--- src/rtl/alarm_chal_pkg.sv ---
// Shared types for the alarm disarm challenge sequencer.
// Assumes nothing beyond a single clock domain.
package alarm_chal_pkg;
    typedef enum logic [1:0] {
        ST_IDLE = 2'd0,
        ST_RING = 2'd1,
        ST_CHAL = 2'd2
    } chal_state_e;
endpackage

--- src/rtl/chal_lfsr.sv ---
// Free-running Galois LFSR used as the target source.
// Assumes TAPS describes a maximal-length polynomial and SEED is nonzero,
// so the register never reaches the all-zero lock-up state.
module chal_lfsr #(
    parameter int          W    = 16,
    parameter logic [W-1:0] TAPS = 16'hB400,
    parameter logic [W-1:0] SEED = 16'hACE1
) (
    input  logic         clk,
    input  logic         rst_n,
    output logic [W-1:0] value
);
    logic [W-1:0] lfsr_q;

    // Advance one step on every clock; reload the seed on reset.
    always_ff @(posedge clk) begin
        if (!rst_n)
            lfsr_q <= SEED;
        else if (lfsr_q[0])
            lfsr_q <= (lfsr_q >> 1) ^ TAPS;
        else
            lfsr_q <= lfsr_q >> 1;
    end

    assign value = lfsr_q;


    lfsr_nonzero_chk: assert property (@(posedge clk) disable iff (!rst_n)
        lfsr_q != '0);
endmodule

--- src/rtl/btn_edge.sv ---
// Rising-edge detector for a vector of debounced buttons.
// Assumes the inputs are already synchronous to clk; a held level
// yields a single one-cycle pulse.
module btn_edge #(
    parameter int N = 6
) (
    input  logic         clk,
    input  logic         rst_n,
    input  logic [N-1:0] level,
    output logic [N-1:0] rise
);
    logic [N-1:0] prev_q;

    // Remember last cycle's button levels.
    always_ff @(posedge clk) begin
        if (!rst_n)
            prev_q <= '0;
        else
            prev_q <= level;
    end

    assign rise = level & ~prev_q;

    for (genvar i = 0; i < N; i++) begin : g_chk

        rise_single_chk: assert property (@(posedge clk) disable iff (!rst_n)
            rise[i] |=> !rise[i]);
    end
endmodule

--- src/rtl/snooze_timer.sv ---
// Counts down the quiet period in one-hertz ticks.
// Assumes tick is a one-cycle pulse; load wins over clear and tick.
module snooze_timer #(
    parameter int TICKS = 60,
    localparam int CW = $clog2(TICKS + 1)
) (
    input  logic clk,
    input  logic rst_n,
    input  logic load,
    input  logic clear,
    input  logic tick,
    output logic running
);
    logic [CW-1:0] cnt_q;

    // Load, clear or count down the remaining quiet ticks.
    always_ff @(posedge clk) begin
        if (!rst_n)
            cnt_q <= '0;
        else if (load)
            cnt_q <= CW'(TICKS);
        else if (clear)
            cnt_q <= '0;
        else if (tick && cnt_q != '0)
            cnt_q <= cnt_q - 1'b1;
    end

    assign running = (cnt_q != '0);


    snooze_range_chk: assert property (@(posedge clk) disable iff (!rst_n)
        cnt_q <= CW'(TICKS));

    snooze_hold_chk: assert property (@(posedge clk) disable iff (!rst_n)
        (!load && !clear && !tick) |=> $stable(cnt_q));
endmodule

--- src/rtl/alarm_disarm_seq.sv ---
// Alarm silencing controller: rings on alarm_fire, quiets on the first
// press, then demands STEPS correct prompted presses to disarm. A cancel
// request runs the same challenge silently. Assumes debounced, synchronous
// buttons and single-cycle pulse inputs.
module alarm_disarm_seq #(
    parameter int NUM_BTN      = 6,
    parameter int STEPS        = 10,
    parameter int SNOOZE_TICKS = 60,
    parameter int LFSR_W       = 16,
    parameter logic [LFSR_W-1:0] LFSR_TAPS = 16'hB400,
    parameter logic [LFSR_W-1:0] LFSR_SEED = 16'hACE1
) (
    input  logic               clk,
    input  logic               rst_n,
    input  logic               alarm_fire,
    input  logic               cancel_req,
    input  logic               tick_1hz,
    input  logic               blink_tick,
    input  logic [NUM_BTN-1:0] btn,
    output logic               buzzer,
    output logic [NUM_BTN-1:0] blink,
    output logic               disarmed
);
    import alarm_chal_pkg::*;

    localparam int TW = $clog2(NUM_BTN);
    localparam int SW = $clog2(STEPS);

    chal_state_e        state_q;
    logic               sounding_q;
    logic [SW-1:0]      step_q;
    logic [TW-1:0]      target_q;
    logic               phase_q;
    logic               disarmed_q;
    logic [LFSR_W-1:0]  lfsr_val;
    logic [NUM_BTN-1:0] rise;
    logic [NUM_BTN-1:0] target_oh;
    logic [TW-1:0]      pick;
    logic               any_rise, hit, last_step;
    logic               snz_load, snz_clear, snz_running;

    chal_lfsr #(.W(LFSR_W), .TAPS(LFSR_TAPS), .SEED(LFSR_SEED)) u_lfsr (
        .clk(clk), .rst_n(rst_n), .value(lfsr_val));

    btn_edge #(.N(NUM_BTN)) u_edge (
        .clk(clk), .rst_n(rst_n), .level(btn), .rise(rise));

    snooze_timer #(.TICKS(SNOOZE_TICKS)) u_snooze (
        .clk(clk), .rst_n(rst_n), .load(snz_load), .clear(snz_clear),
        .tick(tick_1hz), .running(snz_running));

    // Decode press classification and next target.
    always_comb begin
        pick      = TW'(lfsr_val % LFSR_W'(NUM_BTN));
        target_oh = NUM_BTN'(1) << target_q;
        any_rise  = |rise;
        hit       = (state_q == ST_CHAL) && (rise == target_oh);
        last_step = (step_q == SW'(STEPS - 1));
        snz_load  = (state_q == ST_RING) && any_rise;
        snz_clear = (state_q == ST_CHAL) && (alarm_fire || (hit && last_step));
    end

    // Main sequencing: idle, ringing, challenge.
    always_ff @(posedge clk) begin
        if (!rst_n) begin
            state_q    <= ST_IDLE;
            sounding_q <= 1'b0;
            step_q     <= '0;
            target_q   <= '0;
            disarmed_q <= 1'b0;
        end else begin
            disarmed_q <= 1'b0;
            unique case (state_q)
                ST_IDLE: begin
                    if (alarm_fire) begin
                        state_q    <= ST_RING;
                        sounding_q <= 1'b1;
                    end else if (cancel_req) begin
                        state_q    <= ST_CHAL;
                        sounding_q <= 1'b0;
                        step_q     <= '0;
                        target_q   <= pick;
                    end
                end
                ST_RING: begin
                    if (any_rise) begin
                        state_q  <= ST_CHAL;
                        step_q   <= '0;
                        target_q <= pick;
                    end
                end
                ST_CHAL: begin
                    if (alarm_fire)
                        sounding_q <= 1'b1;
                    if (hit) begin
                        if (last_step) begin
                            state_q    <= ST_IDLE;
                            sounding_q <= 1'b0;
                            step_q     <= '0;
                            disarmed_q <= 1'b1;
                        end else begin
                            step_q   <= step_q + 1'b1;
                            target_q <= pick;
                        end
                    end else if (any_rise) begin
                        step_q   <= '0;
                        target_q <= pick;
                    end
                end
                default: state_q <= ST_IDLE;
            endcase
        end
    end

    // Blink phase toggles on each blink enable.
    always_ff @(posedge clk) begin
        if (!rst_n)
            phase_q <= 1'b0;
        else if (blink_tick)
            phase_q <= ~phase_q;
    end

    // Drive the outputs from state.
    always_comb begin
        buzzer   = (state_q == ST_RING) ||
                   ((state_q == ST_CHAL) && sounding_q && !snz_running);
        blink    = ((state_q == ST_CHAL) && phase_q) ? target_oh : '0;
        disarmed = disarmed_q;
    end


    blink_onehot_chk: assert property (@(posedge clk) disable iff (!rst_n)
        $onehot0(blink));

    target_range_chk: assert property (@(posedge clk) disable iff (!rst_n)
        target_q < TW'(NUM_BTN));

    disarm_pulse_chk: assert property (@(posedge clk) disable iff (!rst_n)
        disarmed |=> !disarmed);

    disarm_quiet_chk: assert property (@(posedge clk) disable iff (!rst_n)
        disarmed |-> (!buzzer && blink == '0));

    step_range_chk: assert property (@(posedge clk) disable iff (!rst_n)
        step_q < SW'(STEPS));

    wrong_reset_chk: assert property (@(posedge clk) disable iff (!rst_n)
        (state_q == ST_CHAL && any_rise && !hit) |=> step_q == '0);

    silent_cancel_chk: assert property (@(posedge clk) disable iff (!rst_n)
        (state_q == ST_CHAL && !sounding_q && !alarm_fire) |=> !buzzer);
endmodule

--- config.mk ---
export PLATFORM = sky130hd
export DESIGN_NAME = alarm_disarm_seq
export DESIGN_NICKNAME = d
export VERILOG_FILES = /design/src/rtl/alarm_chal_pkg.sv /design/src/rtl/chal_lfsr.sv /design/src/rtl/btn_edge.sv /design/src/rtl/snooze_timer.sv /design/src/rtl/alarm_disarm_seq.sv
export SDC_FILE = /design/constraint.sdc
export NUM_CORES = 1
export LEC_CHECK = 0
export BUFFER_PORTS_ARGS = -buffer_cell sky130_fd_sc_hd__buf_2
export CAP_MARGIN = 20
export CORE_MARGIN = 3
export CORE_UTILIZATION = 35
export CTS_CLUSTER_DIAMETER = 150
export DETAILED_ROUTE_END_ITERATION = 16
export RECOVER_POWER = 50
export SLEW_MARGIN = 20
export SYNTH_ARGS = -nofsm -noshare
export SYNTH_HDL_FRONTEND = slang
export SYNTH_HIERARCHICAL = 1
export SYNTH_SLANG_ARGS = --single-unit
--- constraint.sdc ---
create_clock -name clk -period 3.3 [get_ports clk]
set_input_delay 0.495 -clock clk [delete_from_list [all_inputs] [get_ports clk]]
set_output_delay 0.495 -clock clk [all_outputs]
set_load 0.02 [all_outputs]
# --- Word level (Yosys, flattened, before mapping) ---
# Cells that the tools add are included.
# W data, S select, Z words.
classes:
  reduce_logical: 23
  bitwise: 5
  n_addsub: 2
  n_mux: 30
  eq_ne: 11
  div_mod_pow: 1
  shifts: 1
ops:
  columns: ["operator", "n"]
  rows:
  - ["$mux W6", 4]
  - ["$mux W4", 5]
  - ["$mod A16 B3 Y16 const B", 1]
  - ["$mux W16", 1]
  - ["$mux W3", 5]
  - ["$pmux W4 S3", 1]
  - ["$mux W2", 5]
  - ["$ne A2 B2 Y1 const B", 5]
  - ["$pmux W3 S3", 1]
  - ["$logic_and A1 B1 Y1", 8]
  - ["$reduce_and A4 Y1", 2]
  - ["$and A6 B6 Y6", 1]
  - ["$eq A6 B6 Y1", 1]
  - ["$mux W1", 6]
  - ["$ne A3 B3 Y1 const B", 2]
  - ["$not A6 Y6", 1]
  - ["$pmux W2 S3", 1]
  - ["$reduce_and A3 Y1", 2]
  - ["$reduce_bool A3 Y1", 2]
  - ["$reduce_bool A6 Y1", 1]
  - ["$reduce_or A6 Y1", 1]
  - ["$shl A1 B3 Y6 const A", 1]
  - ["$sub A6 B1 Y6 const B", 1]
  - ["$add A4 B1 Y4 const B", 1]
  - ["other kinds (12)", 14]
totals:
  reg_bits: 40
  wordCells: 83
  output_inout_bits: 8
  in_bits: 12

# --- Longest topological paths before layout ---
# Gate-level depths: netlist (run 1).
depth:
  ltp_word: 9
  mapped_depth: 12

# --- Modules after synthesis ---
# The synthesis (run 1) kept the hierarchy.
modules_own_cells:
  columns: ["module", "n_inst", "cells_each", "area_each_um2"]
  rows:
  - ["alarm_disarm_seq", 1, 273, 1969.4]
  - ["chal_lfsr", 1, 36, 452.9]
  - ["snooze_timer", 1, 43, 361.6]
  - ["btn_edge", 1, 18, 195.2]

# --- Least setup slack after synthesis (run 1) ---
# Ideal clock, no wire load.
synth_path:
  path_kind: "register to register"
  from: "register u_lfsr.lfsr_q[13], in the netlist u_lfsr/value[13]"
  to: "register target_q[2]"
  arrival_ns: 3.116
  path_stages_with_launch: 13
  period_less_slack_ns: 3.238
  setup_time_ns: 0.122
  required_time_ns: 3.178
  slack_ns: 0.062
  path_cell_list: "dfxtp_1 buf_6 and3b_1 or3_4 a32oi_4 nand2_4 o21a_4 a2111oi_4 nor4_1 or4b_1 a211oi_2 nor2_1 a221o_1"
synth_via:
  elab_chain_len: 4
synth_lines:
  columns: ["item", "line", "rtl"]
  rows:
  - ["start, declared", "chal_lfsr.sv:13", "logic [W-1:0] lfsr_q;"]
  - ["start signal, assigned", "chal_lfsr.sv:20", "lfsr_q <= (lfsr_q >> 1) ^ TAPS;"]
  - ["start signal, assigned", "chal_lfsr.sv:22", "lfsr_q <= lfsr_q >> 1;"]
  - ["$mod A16 B3 Y16 *", "alarm_disarm_seq.sv:54", "pick = TW'(lfsr_val % LFSR_W'(NUM_BTN));"]
  - ["$mux W3, on equally long branches", null, null]
  - ["$mux W3, on equally long branches", "alarm_disarm_seq.sv:95, alarm_disarm_seq.sv:75", null]
  - ["$pmux W3 S3 *", "alarm_disarm_seq.sv:73", "unique case (state_q)"]
  - ["end signal, assigned", "alarm_disarm_seq.sv:89", "target_q <= pick;"]
  - ["end signal, assigned", "alarm_disarm_seq.sv:103", "target_q <= pick;"]
  - ["end signal, assigned", "alarm_disarm_seq.sv:107", "target_q <= pick;"]
  - ["end, declared", "alarm_disarm_seq.sv:32", "logic [TW-1:0] target_q;"]
# Every way passes the cells marked *; elsewhere a longest branch is shown, timed or not. The select of a mux whose other input is x is not followed.
# A chain may end at the register's enable or synchronous reset.

# --- Worst setup path after layout (run 1) ---
# Same ends and word-level chain as after synthesis.

==> flow_metrics.tcl, run 1 <==
set metrics [dict create \
    crit_arrival_ps 3500 \
    synth_seq_area_share 0.2688 \
    htree_levels 2 \
    synth_edf_count 0 \
    grt_pass1_vias 2626 \
    maxCapViolCount 0 \
    die_x_um 98.26 \
    clk_transition_reported_paths_ps 80 \
    outcome "complete, but fails checks" \
    synth_cells 370 \
    antenna_found_initial 0 \
    synth_area_leaders "dfxtp_1 27%, and2_1 4.8%, nand2_1 4.3%, nand2b_1 3.4%, o21ai_0 3.4%" \
    cp-start-kind "register" \
    final_util 0.4445 \
    place_congestion 0.8127 \
    r2r-end "target_q[2]" \
    place_hpwl_mm 5.167 \
    viasPerCell 5.366 \
    max_freq_ghz 0.3019 \
    final_antenna_net_count 0 \
    synth_fp_nets 389 \
    dieArea_mm2 0.009655 \
    synth-seq-cells 40 \
    holdWs_ps 401.3 \
    slew_headroom 0.4342 \
    worst_pin_slew_ps 848.6 \
    io_pins 20 \
    fp.coreArea_mm2 0.008258 \
    synth_most_common_cell "dfxtp_1" \
    clk_latency_ps 300 \
    num_vias 2801 \
    setup_ws_ps -12.90 \
    reg2reg_slack_ps -10 \
    drtIter0Drc 97 \
    synth_area_mm2 0.002979 \
    reg2reg_from "u_lfsr/value[13]" \
    worstRegToRegCells 11 \
    peakVddDrop_uv 373.3 \
    post_drt_wl_per_cell_um 13.46 \
    grt_max_degree 25 \
    endpoint_kind "register" \
    fillers 841 \
    synth_top_cells_by_count "40 x dfxtp_1, 34 x nand2_1, 23 x and2_1, 23 x nor2_1, 20 x o21ai_0" \
    powerDensity_mw_per_mm2 506.6 \
    crit_start "u_lfsr/value[13]" \
    grt_usage 0.1449 \
    cp.required_ps 3480 \
    n_antenna_cell 0 \
    synth_top_area_share 0.2688 \
    setup_viol 1 \
    async_reset_ff_frac 0 \
    cts_buffers 5 \
    skew_ps 9.319 \
    drt_first_pass_iters 4 \
    drcViolationCount 0 \
    syn_avg_cell_area_um2 8.052 \
    power.leakage_nw 1.432 \
    final_layout_size_suffix_gt1_frac 0.2614 \
    min_period_over_period 1.004 \
    syn2layout_area_growth_pct 23.23 \
    hold_path.class "primary input to register" \
    yosys.area.top_type "dfxtp_1" \
    slew_viol_final 0 \
    ys_warn_count 6 \
    rsz0062_at_grt "true" \
    die_h_um 98.26 \
    cts_sinks 40 \
    layout_min_cycle_time_ps 3313 \
    grt_pass1_wl_mm 11.92 \
    initial_utilization 0.3608 \
    violations "setup timing" \
    rows 33 \
    hold_viol 0 \
    wl_mm 7.028 \
    nNetsFinal 435 \
    yosysUniqueCellTypes 76 \
    tns_ps -12.90 \
    dpl_worst_slack_ps -232.8 \
    clockBufferDepth 2 \
    cts_hold_buffers 0 \
    synthFlopType "dfxtp_1" \
    io_buffers 19 \
    grt_overflow 0 \
    cp-endpoint "target_q[2]" \
    cts_tree "done" \
    finalPower_mw 1.860 \
    cts_root_buf "clkbuf_8" \
    path_class "register to register" \
    worstPathMaxFanout 13 \
]
==> layout make-up <==
cell class / instances / area (um^2) / share of cell area
Inverter: 17 / 63.81 / 0.01738
Multi-Input combinational cell: 301 / 2218 / 0.6043
Clock buffer: 5 / 68.82 / 0.01875
Sequential cell: 40 / 812.0 / 0.2212
Tap cell: 105 / 131.4 / 0.03579
Clock inverter: 3 / 42.54 / 0.01159
Timing Repair Buffer: 51 / 334.1 / 0.09100
==> what timing repair did <==
action / CTS / global route
pin swaps: 7 / 4
setup endpoints to repair: 2 / 2
endpoints found under the hold margin: 0 / 0
buffers inserted: 2 / 0
gates resized for setup: 22 / 19
==> worst min-delay path by stage <==
stage | startpoint | to | slack, ps | depth (start not counted)
4_1_cts | btn[2] | u_edge/prev_q[2] | 390 | 2
3_3_place_gp | u_lfsr/value[1] | u_lfsr/value[0] | 450 | 1
6_report | btn[2] | u_edge/prev_q[2] | 400 | 2
5_1_grt | btn[2] | u_edge/prev_q[2] | 410 | 2
3_5_place_dp | u_lfsr/value[1] | u_lfsr/value[0] | 460 | 1
2_1_floorplan | u_lfsr/value[1] | u_lfsr/value[0] | 430 | 1
==> power by group <==
group          switching, mW  internal [mW]  total, mW
clock                  0.179          0.224      0.403
sequential             0.103          0.551      0.654
combinational          0.422          0.381      0.802
total                  0.704           1.16       1.86
==> cell families after synthesis <==
logic type | count (synthesis) | share of synthesized area
compound gates | 99 | 0.2583
simple gates | 178 | 0.3465
flops | 40 | 0.2688
buf+inv | 29 | 0.04326
fa+ha+maj | 7 | 0.02940
xor+xnor | 10 | 0.02940
mux | 7 | 0.02436
==> routing by layer <==
layer / vias to the layer above / track usage / part of all wire
met5: - / 0 / 0
met4: 0 / 0.03992 / 0.0097
met3: 5 / 0.02286 / 0.030
met2: 43 / 0.2429 / 0.49
met1: 1320 / 0.1935 / 0.47
li1: 1433 / - / -
==> state kept, by name, indices dropped and copies added, names as in the netlist <==
| register | flops |
|---|---|
| u_lfsr/value | 16 |
| sounding_q | 1 |
| disarmed | 1 |
| u_edge/prev_q | 6 |
| u_snooze/cnt_q | 6 |
| target_q | 3 |
| state_q | 2 |
| step_q | 4 |
| phase_q | 1 |
==> metrics by stage <==
step / std cells / instance area [um^2]
final: 522 / 3671
after detailed placement: 512 / 3366
after floorplan: 370 / 2979
after CTS: 522 / 3578
after global routing: 522 / 3671
after global placement: 512 / 3366
==> critical path, cell delays in order, from the launching register on <==
cell       delay (ps)
dfxtp_4           430
and3b_1           220
or3_4             390
a32oi_4           290
nand2_4           130
o21a_4            150
a2111oi_4         400
nor4_1             90
or4b_1            550
a211oi_2          240
nor2_1             70
a221o_1           250
==> cell usage in the layout, fill, tap and decap left out, types with 6 or more instances in the layout <==
cell      count
a21oi_1      14
and2_0        7
and2_1       16
buf_2        18
buf_4        30
dfxtp_1      35
ha_1          7
inv_1        17
nand2_1      34
nand2b_1     16
nand3_1       9
nor2_1       21
nor2b_1      15
nor3_1       11
o21ai_0      16
xnor2_1       6
Note: power is estimated with default switching activity, not from simulation.
==> run 2, diff against run 1 <==
==> constraint.sdc (replaced) <==
create_clock -name clk -period 3.3 [get_ports clk]
set_input_delay 0.495 -clock clk [delete_from_list [all_inputs] [get_ports clk]]
set_output_delay 0.495 -clock clk [all_outputs]
set_load 0.1 [all_outputs]
==> run 2 against run 1 <==
Setup slack improved by 28 ps. Sequential power about the same. Combinational power up 3.2%. Utilization fell by 0.29 points. Clock-buffer cell count unchanged. Routed wire length fell by 1.5%. Total power rose by 1.7%. Non-clock buffer count up 2. Largest cell class unchanged. The run now ends clean.
==> flow_metrics.tcl, run 2 (synthesis gave the netlist of run 1 again) <==
set metrics [dict create \
    power.leakage_nw 1.430 \
    grt_usage 0.1495 \
    rows 33 \
    die_h_um 98.26 \
    io_pins 20 \
    final_cell_mix "34 x dfxtp_1, 33 x nand2_1, 32 x buf_4, 21 x nor2_1, 18 x buf_2" \
    dieArea_mm2 0.009655 \
    place_congestion 0.8293 \
    final_layout_size_suffix_gt1_frac 0.2554 \
    slew_headroom 0.5159 \
    antenna_found_initial 0 \
    powerDensity_mw_per_mm2 518.6 \
    p_int_mw 1.159 \
    final_common_cell "dfxtp_1" \
    largest_reg_flops 16 \
    grtUsageMet1 0.1933 \
    layout_min_cycle_time_ps 3285 \
    path_class "register to register" \
    die_x_um 98.26 \
    hold_path.class "primary input to register" \
    final_cell_area_mm2 0.003647 \
    fp.coreArea_mm2 0.008258 \
    cts_buffers 5 \
    grt_overflow 0 \
    grt_pass1_wl_mm 12.32 \
    io_buffers 19 \
    drt_first_pass_iters 4 \
    crit_arrival_ps 3470 \
    met2_usage 0.2550 \
    maxCapViolCount 0 \
    cts_hold_buffers 0 \
    cp-start-kind "register" \
    post_drt_wl_per_cell_um 13.21 \
    wl_mm 6.924 \
    cp.required_ps 3480 \
    tns_ps 0 \
    final_util 0.4417 \
    slew_viol_final 0 \
    rsz0062_at_grt "true" \
    place_hpwl_mm 5.082 \
    clockBufferDepth 2 \
    p_switching_mw 0.7320 \
    num_vias 2829 \
    p_seq_frac 0.345 \
    max_freq_ghz 0.3044 \
    fillers 824 \
    grt_max_degree 23 \
    drtIter0Drc 118 \
    dpl_cell_area_mm2 0.003361 \
    peakVddDrop_uv 304.5 \
    endpoint_kind "register" \
    reg2reg_slack_ps 10 \
    syn2layout_area_growth_pct 22.43 \
    cts_sinks 40 \
    clk_latency_ps 300 \
    setup_viol 0 \
    initial_utilization 0.3608 \
    drcViolationCount 0 \
    outcome "finished clean" \
    busiest_layer "met2" \
    power_frac_comb 0.438 \
    worstPathMaxFanout 6 \
    min_period_over_period 0.9955 \
    skew_ps 10.79 \
    n_antenna_cell 0 \
    clock_power_share 0.217 \
    htree_levels 2 \
    hold_viol 0 \
    viasPerCell 5.399 \
    final_antenna_net_count 0 \
    worst_pin_slew_ps 726.2 \
    cts_tree "done" \
    cts_root_buf "clkbuf_8" \
    clk_transition_reported_paths_ps 90 \
    grt_pass1_vias 2716 \
    nNetsFinal 437 \
    swShare 0.3870 \
    use_met3 0.02571 \
    holdWs_ps 411.5 \
]
==> run 2: cell types whose count changed in the layout (fill, tap and decap cells not counted), moves of 2 or more <==
| cell | change |
|---|---|
| buf_4 | +2 |
| clkinv_4 | +2 |
| nor3_2 | +2 |
| o31ai_2 | -2 |
==> run 2: path summary, 6_finish.rpt <==
path,from,to,depth (start not counted)
worst max-delay path,u_lfsr/value[13],target_q[2],12
worst min register to register,u_lfsr/value[1],u_lfsr/value[0],1
worst max register to register,u_lfsr/value[13],target_q[2],12
worst min-delay path,btn[3],u_edge/prev_q[3],2
==> run 2: per-layer routing <==
metal	routed length (um)	up-vias
met5	0	-
met4	112	0
met3	200	12
met2	3340	45
met1	3270	1330
li1	-	1442
==> run 2: critical path, cell delays in order (launching register included) <==
cell,delay (ps)
dfxtp_4,390
buf_6,110
and3b_1,200
or3_4,400
a32o_2,290
o21ai_1,150
o21ai_1,120
a211oi_4,340
nor3_1,80
or4b_1,540
a211oi_2,230
nor2_1,60
a221o_1,250
==> run 2: power groups by stage <==
stage | clock [mW] | sequential (mW) | combinational, mW
2_1_floorplan | 0 | 0.614 | 0.613
3_3_place_gp | 0 | 0.657 | 0.761
3_5_place_dp | 0 | 0.660 | 0.769
4_1_cts | 0.425 | 0.650 | 0.813
5_1_grt | 0.447 | 0.666 | 0.924
6_report | 0.411 | 0.652 | 0.828
==> run 2: layout make-up <==
class,instances,area (um^2),share of cell area
Tap cell,105,131.4,0.03602
Inverter,17,63.81,0.01750
Sequential cell,40,813.3,0.2230
Clock buffer,5,68.82,0.01887
Timing Repair Buffer,53,349.1,0.09571
Multi-Input combinational cell,301,2173,0.5959
Clock inverter,3,47.55,0.01304
==> run 2: what timing repair did <==
action                                  4_1_cts  5_1_grt
setup buffers                                 5        1
resized for setup                            27        7
pin swaps                                    14        4
endpoints found under the hold margin         0        0
endpoints found under the setup margin        2        2
==> run 2: per-stage QoR <==
stage          setup WS, ps  total power [mW]  cells
2_1_floorplan         61.81             1.227    370
3_3_place_gp         -93.93             1.418    510
3_5_place_dp         -214.6             1.428    510
4_1_cts               1.924             1.888    523
5_1_grt              -181.7             2.037    524
6_report              14.85             1.891    524
==> run 3, diff against run 2 <==
GPL_ROUTABILITY_DRIVEN = 0   (was default)
SETUP_SLACK_MARGIN = 0.1   (was default)
==> run 3 against run 2 <==
The flow now finishes with violations (setup timing). Critical endpoint unchanged. Largest power group unchanged. Highest routed layer unchanged. Global-route usage down 0.28 points. Combinational power up 18%. Utilization up 4.5 points.
==> flow_metrics.tcl, run 3 (synthesis gave the netlist of run 1 again) <==
set metrics [dict create \
    drtIter0Drc 119 \
    worst_pin_slew_ps 758.9 \
    final_common_cell "buf_4" \
    min_period_over_period 1.050 \
    finalPower_mw 1.947 \
    cp-start-kind "register" \
    cts_buffers 5 \
    largest_reg_flops 16 \
    drt_first_pass_iters 4 \
    fp.coreArea_mm2 0.008258 \
    htree_levels 2 \
    slew_headroom 0.4941 \
    die_h_um 98.26 \
    cts_root_buf "clkbuf_8" \
    violations "setup timing" \
    worstPathMaxFanout 6 \
    setup_viol 2 \
    cts_tree "done" \
    rows 33 \
    endpoint_kind "register" \
    io_pins 20 \
    powerDensity_mw_per_mm2 484.9 \
    nNetsFinal 458 \
    grt_max_degree 23 \
    maxCapViolCount 0 \
    layout_min_cycle_time_ps 3465 \
    clockBufferDepth 2 \
    final_antenna_net_count 0 \
    final_layout_size_suffix_gt1_frac 0.3364 \
    crit_family "simple AND/OR/NAND/NOR gates" \
    syn2layout_area_growth_pct 34.82 \
    crit_arrival_ps 3640 \
    cp.required_ps 3480 \
    hold_path.class "primary input to register" \
    num_vias 2968 \
    io_buffers 19 \
    viasPerCell 5.446 \
    path_class "register to register" \
    grt_usage 0.1467 \
    final_cell_mix "41 x buf_4, 34 x dfxtp_1, 33 x nand2_1, 21 x nor2_1" \
    dpl_worst_slack_ps -224.0 \
    place_hpwl_mm 5.158 \
    skew_ps 5.513 \
    grt_overflow 0 \
    tns_ps -241.4 \
    grt_pass1_wl_mm 12.14 \
    grt_pass1_vias 2790 \
    dieArea_mm2 0.009655 \
    slew_viol_final 0 \
    cp_slowest_stage_delay_ps 480 \
    hold_viol 0 \
    worst-path-buf-inv 3 \
    peakVddDrop_uv 339.6 \
    antenna_found_initial 0 \
    n_antenna_cell 0 \
    wl_mm 7.925 \
    clk_transition_reported_paths_ps 80 \
    initial_utilization 0.3608 \
    die_x_um 98.26 \
    setup_ws_ps -164.6 \
    outcome "complete, but fails checks" \
    cp_slowest_cell "or4b_4" \
    max_freq_ghz 0.2886 \
    cts_sinks 40 \
    power.leakage_nw 1.597 \
    drcViolationCount 0 \
    post_drt_wl_per_cell_um 14.54 \
    final_util 0.4864 \
    path_cells "buf_6 -> and3b_2 -> or3_4 -> a32o_2 -> buf_12 -> nor2_4 -> a31o_4 -> a211oi_4 -> buf_4 -> o2111ai_2 -> or4b_4 -> a211oi_2 -> nor2_1 -> a221o_1" \
    rsz0062_at_grt "true" \
    clk_latency_ps 290 \
]
==> run 3: layer usage <==
layer | vias up | share of wire | GRT usage
li1 | 1486 | - | -
met1 | 1404 | 0.43 | 0.1816
met2 | 60 | 0.52 | 0.2623
met3 | 18 | 0.030 | 0.02714
met4 | 0 | 0.022 | 0.03676
met5 | - | 0 | 0
==> run 3: timing repair <==
action / CTS / global route
endpoints found under the setup margin: 2 / 2
gates resized for setup: 18 / 60
buffers inserted: 6 / 17
hold buffers: 0 / 0
pin swaps: 13 / 30
==> run 3: where the power goes <==
| part | internal [mW] | switching (mW) | leakage [nW] |
|---|---|---|---|
| Sequential | 0.551 | 0.0970 | 0.331 |
| Clock | 0.147 | 0.173 | 0.0479 |
| Combinational | 0.467 | 0.513 | 1.22 |
==> run 3: worst paths after layout <==
path	to	cells after the start	start	slack [ps]
min reg2reg	u_lfsr/value[0]	1	u_lfsr/value[1]	460
max reg2reg	target_q[2]	14	u_lfsr/value[13]	-160
min	u_edge/prev_q[1]	2	btn[1]	410
max	target_q[2]	14	u_lfsr/value[13]	-160
==> run 3: area by class of cell <==
cell class / count / area (um^2)
clock buffers: 5 / 68.82
clock inverters: 3 / 18.77
fillers: 818 / 4242
inverters: 17 / 67.56
multi-input cells: 301 / 2342
flip-flops and latches: 40 / 818.3
well taps: 105 / 131.4
repair buffers: 74 / 569.3
==> run 3: stage by stage <==
stage	cells	cell area, um^2	hold WS, ps
after floorplan	370	3010	426.7
after CTS	529	3635	402.6
final	545	4016	410.4
after detailed placement	515	3432	452.4
after global placement	515	3432	458.0
after global routing	545	4016	402.8
